[config.mk]
export PLATFORM = sky130hd
export DESIGN_NAME = pirq_core
export DESIGN_NICKNAME = d
export VERILOG_FILES = /design/src/rtl/pirq_pkg.sv /design/src/rtl/pirq_linein.sv /design/src/rtl/pirq_resolve.sv /design/src/rtl/pirq_service.sv /design/src/rtl/pirq_core.sv
export SDC_FILE = /design/constraint.sdc
export NUM_CORES = 1
export LEC_CHECK = 0
export ABC_AREA = 1
export BUFFER_PORTS_ARGS = -buffer_cell sky130_fd_sc_hd__buf_4
export CORE_ASPECT_RATIO = 1.75
export CORE_UTILIZATION = 40
export DETAILED_ROUTE_END_ITERATION = 10
export PLACE_DENSITY = 0.67
export SYNTH_ARGS = -nofsm -noshare
export SYNTH_HDL_FRONTEND = slang
export SYNTH_SLANG_ARGS = --single-unit
[constraint.sdc]
create_clock -name clk -period 3.4 [get_ports clk]
set_clock_uncertainty 0.1 [all_clocks]
set_input_delay 0.34 -clock clk [delete_from_list [all_inputs] [get_ports clk]]
set_output_delay 0.34 -clock clk [all_outputs]
set_load 0.01 [all_outputs]
[src/rtl/pirq_pkg.sv]
package pirq_pkg;
    localparam int NLVL = 8;
    localparam int LW   = $clog2(NLVL);

    typedef logic [NLVL-1:0] lvl_vec_t;
    typedef logic [LW-1:0]   lvl_idx_t;
    typedef logic [1:0]      pulse_cnt_t;

    typedef struct packed {
        logic     vld;
        lvl_idx_t idx;
    } pick_t;

    localparam lvl_idx_t SPURIOUS_IDX = lvl_idx_t'(NLVL - 1);

    function automatic pick_t first_set(input lvl_vec_t v);
        pick_t r;
        r.vld = 1'b0;
        r.idx = '0;
        for (int i = NLVL - 1; i >= 0; i--) begin
            if (v[i]) begin
                r.vld = 1'b1;
                r.idx = lvl_idx_t'(i);
            end
        end
        return r;
    endfunction

    function automatic lvl_vec_t onehot(input lvl_idx_t i);
        lvl_vec_t r;
        r = '0;
        r[i] = 1'b1;
        return r;
    endfunction
endpackage

[src/rtl/pirq_linein.sv]
module pirq_linein #(
    parameter int SYNC_STAGES = 2
) (
    input  logic clk,
    input  logic rst,
    input  logic raw,
    output logic lvl,
    output logic rise
);
    logic [SYNC_STAGES-1:0] sh;
    logic                   prev;

    generate
        if (SYNC_STAGES == 1) begin : g_one
            always_ff @(posedge clk) begin
                if (rst) sh <= '0;
                else     sh <= raw;
            end
        end else begin : g_many
            always_ff @(posedge clk) begin
                if (rst) sh <= '0;
                else     sh <= {sh[SYNC_STAGES-2:0], raw};
            end
        end
    endgenerate

    always_ff @(posedge clk) begin
        if (rst) prev <= 1'b0;
        else     prev <= sh[SYNC_STAGES-1];
    end

    assign lvl  = sh[SYNC_STAGES-1];
    assign rise = sh[SYNC_STAGES-1] & ~prev;
endmodule

[src/rtl/pirq_resolve.sv]
module pirq_resolve
    import pirq_pkg::*;
(
    input  lvl_vec_t irr,
    input  lvl_vec_t isr,
    input  lvl_vec_t mask,
    output logic     int_req,
    output lvl_idx_t win_idx
);
    pick_t p_pend;
    pick_t p_svc;

    always_comb begin
        p_pend  = first_set(irr & ~mask);
        p_svc   = first_set(isr);
        int_req = p_pend.vld && (!p_svc.vld || (p_pend.idx < p_svc.idx));
        win_idx = p_pend.idx;
    end
endmodule

[src/rtl/pirq_service.sv]
module pirq_service
    import pirq_pkg::*;
(
    input  logic     clk,
    input  logic     rst,
    input  logic     ack,
    input  logic     eoi,
    input  logic     auto_eoi,
    input  logic     two_pulse,
    input  logic     int_req,
    input  lvl_idx_t win_idx,
    output lvl_vec_t isr,
    output lvl_idx_t svc_level,
    output lvl_vec_t irr_clr
);
    pulse_cnt_t cnt;
    pulse_cnt_t last;
    logic       first_p;
    logic       final_p;
    lvl_idx_t   pick;
    lvl_vec_t   set_v;
    lvl_vec_t   eoi_clr;
    lvl_vec_t   aeoi_clr;
    pick_t      top_svc;

    always_comb begin
        last     = two_pulse ? pulse_cnt_t'(1) : pulse_cnt_t'(2);
        first_p  = ack && (cnt == '0);
        final_p  = ack && (cnt == last);
        pick     = int_req ? win_idx : SPURIOUS_IDX;
        set_v    = first_p ? onehot(pick) : '0;
        irr_clr  = (first_p && int_req) ? onehot(win_idx) : '0;
        top_svc  = first_set(isr);
        eoi_clr  = (eoi && top_svc.vld) ? onehot(top_svc.idx) : '0;
        aeoi_clr = (final_p && auto_eoi) ? onehot(svc_level) : '0;
    end

    always_ff @(posedge clk) begin
        if (rst) begin
            cnt       <= '0;
            isr       <= '0;
            svc_level <= '0;
        end else begin
            isr <= (isr & ~eoi_clr & ~aeoi_clr) | set_v;
            if (first_p) svc_level <= pick;
            if (ack) begin
                if (final_p) cnt <= '0;
                else         cnt <= cnt + pulse_cnt_t'(1);
            end
        end
    end
endmodule

[src/rtl/pirq_core.sv]
module pirq_core
    import pirq_pkg::*;
#(
    parameter int SYNC_STAGES = 2
) (
    input  logic       clk,
    input  logic       rst,
    input  logic [7:0] irq_in,
    input  logic       level_mode,
    input  logic       auto_eoi,
    input  logic       two_pulse,
    input  logic [7:0] mask,
    input  logic       ack,
    input  logic       eoi,
    output logic       int_out,
    output logic [2:0] svc_level,
    output logic [7:0] irr_q,
    output logic [7:0] isr_q
);
    lvl_vec_t lvl;
    lvl_vec_t rise;
    lvl_vec_t irr;
    lvl_vec_t isr;
    lvl_vec_t irr_clr;
    lvl_vec_t irr_nxt;
    logic     int_req;
    lvl_idx_t win_idx;

    generate
        for (genvar g = 0; g < NLVL; g++) begin : g_line
            pirq_linein #(.SYNC_STAGES(SYNC_STAGES)) u_line (
                .clk (clk),
                .rst (rst),
                .raw (irq_in[g]),
                .lvl (lvl[g]),
                .rise(rise[g])
            );
        end
    endgenerate

    always_comb begin
        if (level_mode) irr_nxt = lvl & ~irr_clr;
        else            irr_nxt = (rise | (irr & lvl)) & ~irr_clr;
    end

    always_ff @(posedge clk) begin
        if (rst) irr <= '0;
        else     irr <= irr_nxt;
    end

    pirq_resolve u_resolve (
        .irr    (irr),
        .isr    (isr),
        .mask   (mask),
        .int_req(int_req),
        .win_idx(win_idx)
    );

    pirq_service u_service (
        .clk      (clk),
        .rst      (rst),
        .ack      (ack),
        .eoi      (eoi),
        .auto_eoi (auto_eoi),
        .two_pulse(two_pulse),
        .int_req  (int_req),
        .win_idx  (win_idx),
        .isr      (isr),
        .svc_level(svc_level),
        .irr_clr  (irr_clr)
    );

    assign int_out = int_req;
    assign irr_q   = irr;
    assign isr_q   = isr;
endmodule

==> results.txt <==
- Count of input and output buffers: 42
- Row count: 33
- Share of the yosys chip area belonging to registers: 0.451
- Entering global routing, the biggest net connects 37 pins.
- Counting the buffers created by CTS gives 5.
* Unrepaired setup endpoints after global routing: no
- Of the total synthesized cell area, the portion taken by AND, OR, NAND and NOR gates is 0.282.
* Area contributors post-synth: sky130_fd_sc_hd__dfxtp_1 (45%), sky130_fd_sc_hd__inv_1 (13%), sky130_fd_sc_hd__nor2_1 (7.5%)
- The worst path needs 2.73 ns of the cycle, external delays included.
- Counting along the longest clock path gives a buffer depth of 2.
* Total number of vias: 1,752
- Maximum capacitance violations: 0
- Area after DPL: 2360 sq um
* Antenna Diode Count: 0
- The number of global-route vias before repair came to 1,627.
* Cells resized by post-CTS repair: 0
* Outcome: complete, no violations
* Cell types with the highest counts after synthesis: sky130_fd_sc_hd__inv_1 (68), sky130_fd_sc_hd__dfxtp_1 (45), sky130_fd_sc_hd__nor2_1 (40)
- For this run, the slowest stage of the critical path takes 0.32 ns.
- Final count of negative-setup-slack endpoints: 0
- Library cell used as clock root buffer: sky130_fd_sc_hd__clkbuf_8
- Total power density per cell area: about 460 nW/um^2
- Clock latency on the worst-skew pair, taken at its later pin, is 0.30 ns.
- The number of max-slew violations in the final report came to 0.
- Predominant post-synthesis flop cell: sky130_fd_sc_hd__dfxtp_1
- Startpoint type of the worst setup path: flip-flop
* Data arrival time of the worst path: 2.29 ns
- Dividing the final minimum period by the clock period gives 0.804.
* Start of the worst register-to-register path: irr_q[7]$_SDFF_PP0_
- Post-DP HPWL: 3360 um
- The mapped netlist covers 2000 sq um.
- Lkg Pwr: roughly 0.0013 uW
* Area of the die: 5290 sq um
- In the final timing run, aggregate negative setup slack is 0 ns.
- sky130_fd_sc_hd__inv_1 is the most common cell in the netlist.
- End of the worst register-to-register path: irr_q[4]$_SDFF_PP0_
* Final WL: ~4300 um
- The worst pin sits at a relative slew slack of 0.634.
* Worst vdd ir: 369 uV
* Gate count of the mapped netlist: 279
* Synthesis-stage register bit count: 45
* Arithmetic-cell share of the synthesized area counting full adders, half adders and majority gates: 0.0125
* Clock sink count: 45
- A synthesized cell averages 7.16 sq um.
* Hold buffer count at CTS: 0
- Global-route wire length before repair: about 6800 um
- At the pin with the least slew margin, the transition time is 0.545 ns.
* Category of cells accounting for the largest share of critical-path delay: simple AND/OR/NAND/NOR gates
* Upper clock frequency limit: 0.366 GHz
* Largest family of logic cells by synthesized area: simple AND/OR/NAND/NOR gates
- Width of the die: 55.4 um
- Die outline height: between 90 and 100 um
* Detail Route Antenna Nets: 0
- Fraction of final layout cells sized beyond drive strength 1: 0.212
* Slack of the worst reg-to-reg path: 0.97 ns
* DR pass1 iterations: 4
* Cell with the most instances on the worst path: sky130_fd_sc_hd__inv_1
* H-tree depth reported by CTS: 2
* Drc violations: 0
* Mux share of post-synthesis cell area: 0
- Slack of the critical path: 0.668 ns
* Beginning of the worst hold path: irq_in[6]
- For this run, the post-layout net count is approximately 350.
* Xor-xnor portion of the synthesized cell area: 0
* Cells on Worst Hold Path: 3
* Synth-to-layout area growth: 24.1%
* Post-synth top area cell: sky130_fd_sc_hd__dfxtp_1
- In the routed layout, each cell is associated on average with a via count of 4.65.
- Core region area: around 4700 sq um
- The total count of hold-check failures in the final report came to 0.
- The worst setup path is captured at an output port.
- After clock tree synthesis, the clock-pin slew on the worst setup and hold paths is 0.09 ns.
* Iteration-0 DRC count of the detailed router: 48
- TritonCTS built the clock tree.
* Cell at the slowest stage of the critical path: sky130_fd_sc_hd__dfxtp_1
* Tightest Hold Check Type: input port to flip-flop
- During I/O placement, the number of pins put on the boundary was 43.
- Count of cell types in the netlist: 28
- Cells along the critical path: inv_1, nand2_1, nor3_1, o31ai_1, ha_1, inv_1, o21bai_1, inv_1, nand2_1, nand2_2, nand2_2, inv_1, buf_4
- Yosys mapped a number of flops with a built-in enable equal to 0.
- The total overflow left after global routing is 0.
- Worst-path maximum fanout: 4
- The fraction of the mapped netlist area in compound gates was 0.113.
- Gpl congestion: 0.918
- Initial standard-cell utilization of the core: 0.421
- Fraction of registers with async set/reset: 0
- The initial antenna violation count was 0.
- Crit path buffers/inverters: 5
- For this run, the total global-route usage over all layers was measured as 0.169.
* Worst Setup Slack post-DPL: 0.874 ns
* Worst path required time: between 2 and 3 ns
- Post CTS Setup Buffer Count: 0
- Count of fill cells added during filler insertion: 480
- Net count of the mapped netlist: 304
- Final Total Pwr: 1140 uW
- Measured in cells, the most critical reg-to-reg path has a length of 15.
* Total of warnings raised by yosys: 0
* Critical path start-end classification: flip-flop to output port
* Proportion of netlist area held by the largest area contributor: 0.451
- For hold timing, the worst endpoint is g_line[6].u_line.sh[0]$_SDFF_PP0_.
* Layout Cell Area excl Fill: 2480 sq um
- WL per Instance: 11.3 um
## flip-flops by register name (all words and copies together), names as in the netlist
register / count
u_service.cnt: 2
g_line.u_line.prev: 8
g_line.u_line.sh: 16
u_service.isr: 8
irr_q: 8
u_service.svc_level: 3
## layer usage
metal	global-route usage	vias up	share of wire
li1	-	933	-
met1	0.157	768	0.38
met2	0.334	40	0.55
met3	0.0312	11	0.034
met4	0.100	0	0.031
met5	0	-	0
## layout by cell type, fill, tap and decap left out, drive strengths merged
cell type,Yosys,layout
a221o,3,3
nor3,4,4
nand2,44,44
inv,70,70
nand4,1,1
clkbuf,3,5
nand3,22,22
o211ai,1,1
buf,1,42
clkinv,1,2
dfxtp,45,45
nor2,43,43
o31ai,3,3
nand3b,5,5
ha,2,2
o21bai,1,1
clkinvlp,0,1
o21ai,10,10
a21oi,18,18
or2,2,2
bufinv,0,1
## where the power goes
part	internal [uW]	switching, uW	total (uW)	leakage (uW)
Clock	220	189	409	0.0000543
Combinational	67.1	99.4	166	0.000839
Sequential	549	11.5	560	0.000369
## cell type report
| class | instances | area [sq um] | share of cell area |
|---|---|---|---|
| multi-input combinational | 159 | 815 | 0.329 |
| clock buffer | 5 | 68.8 | 0.0278 |
| clock inverter | 3 | 46.3 | 0.0187 |
| sequential | 45 | 901 | 0.364 |
| timing repair buffer | 42 | 315 | 0.127 |
| inverter | 71 | 267 | 0.108 |
| tap | 52 | 65.1 | 0.0263 |
## cell families after synthesis
logic type	count (synthesis)
buf+inv	75
flops	45
fa+ha+maj	2
compound gates	36
simple gates	121
## worst max path at each step
stage / end / cells after the start / slack [ns] / start
2_1_floorplan: int_out / 12 / 1.24 / irr_q[7]$_SDFF_PP0_
3_3_place_gp: irr_q[0]$_SDFF_PP0_ / 17 / 0.91 / mask[6]
3_5_place_dp: int_out / 15 / 0.87 / mask[6]
4_1_cts: int_out / 13 / 0.63 / irr_q[7]$_SDFF_PP0_
5_1_grt: int_out / 13 / 0.39 / irr_q[7]$_SDFF_PP0_
6_report: int_out / 13 / 0.67 / u_service.isr[1]$_SDFF_PP0_
## worst min-delay path, delay by kind of cell
kind,cells,cell delay (ns)
buffers and inverters,2,0.10
and+or+nand+nor,1,0.06
## metrics by stage
stage / std cells / utilization / hold WS, ns
finish: 377 / 0.522 / 0.139
global placement: 369 / 0.497 / 0.289
floorplan: 279 / - / 0.288
detailed placement: 369 / 0.497 / 0.294
CTS: 377 / 0.522 / 0.131
global route: 377 / 0.522 / 0.130
(Power assumes the default switching activity.)
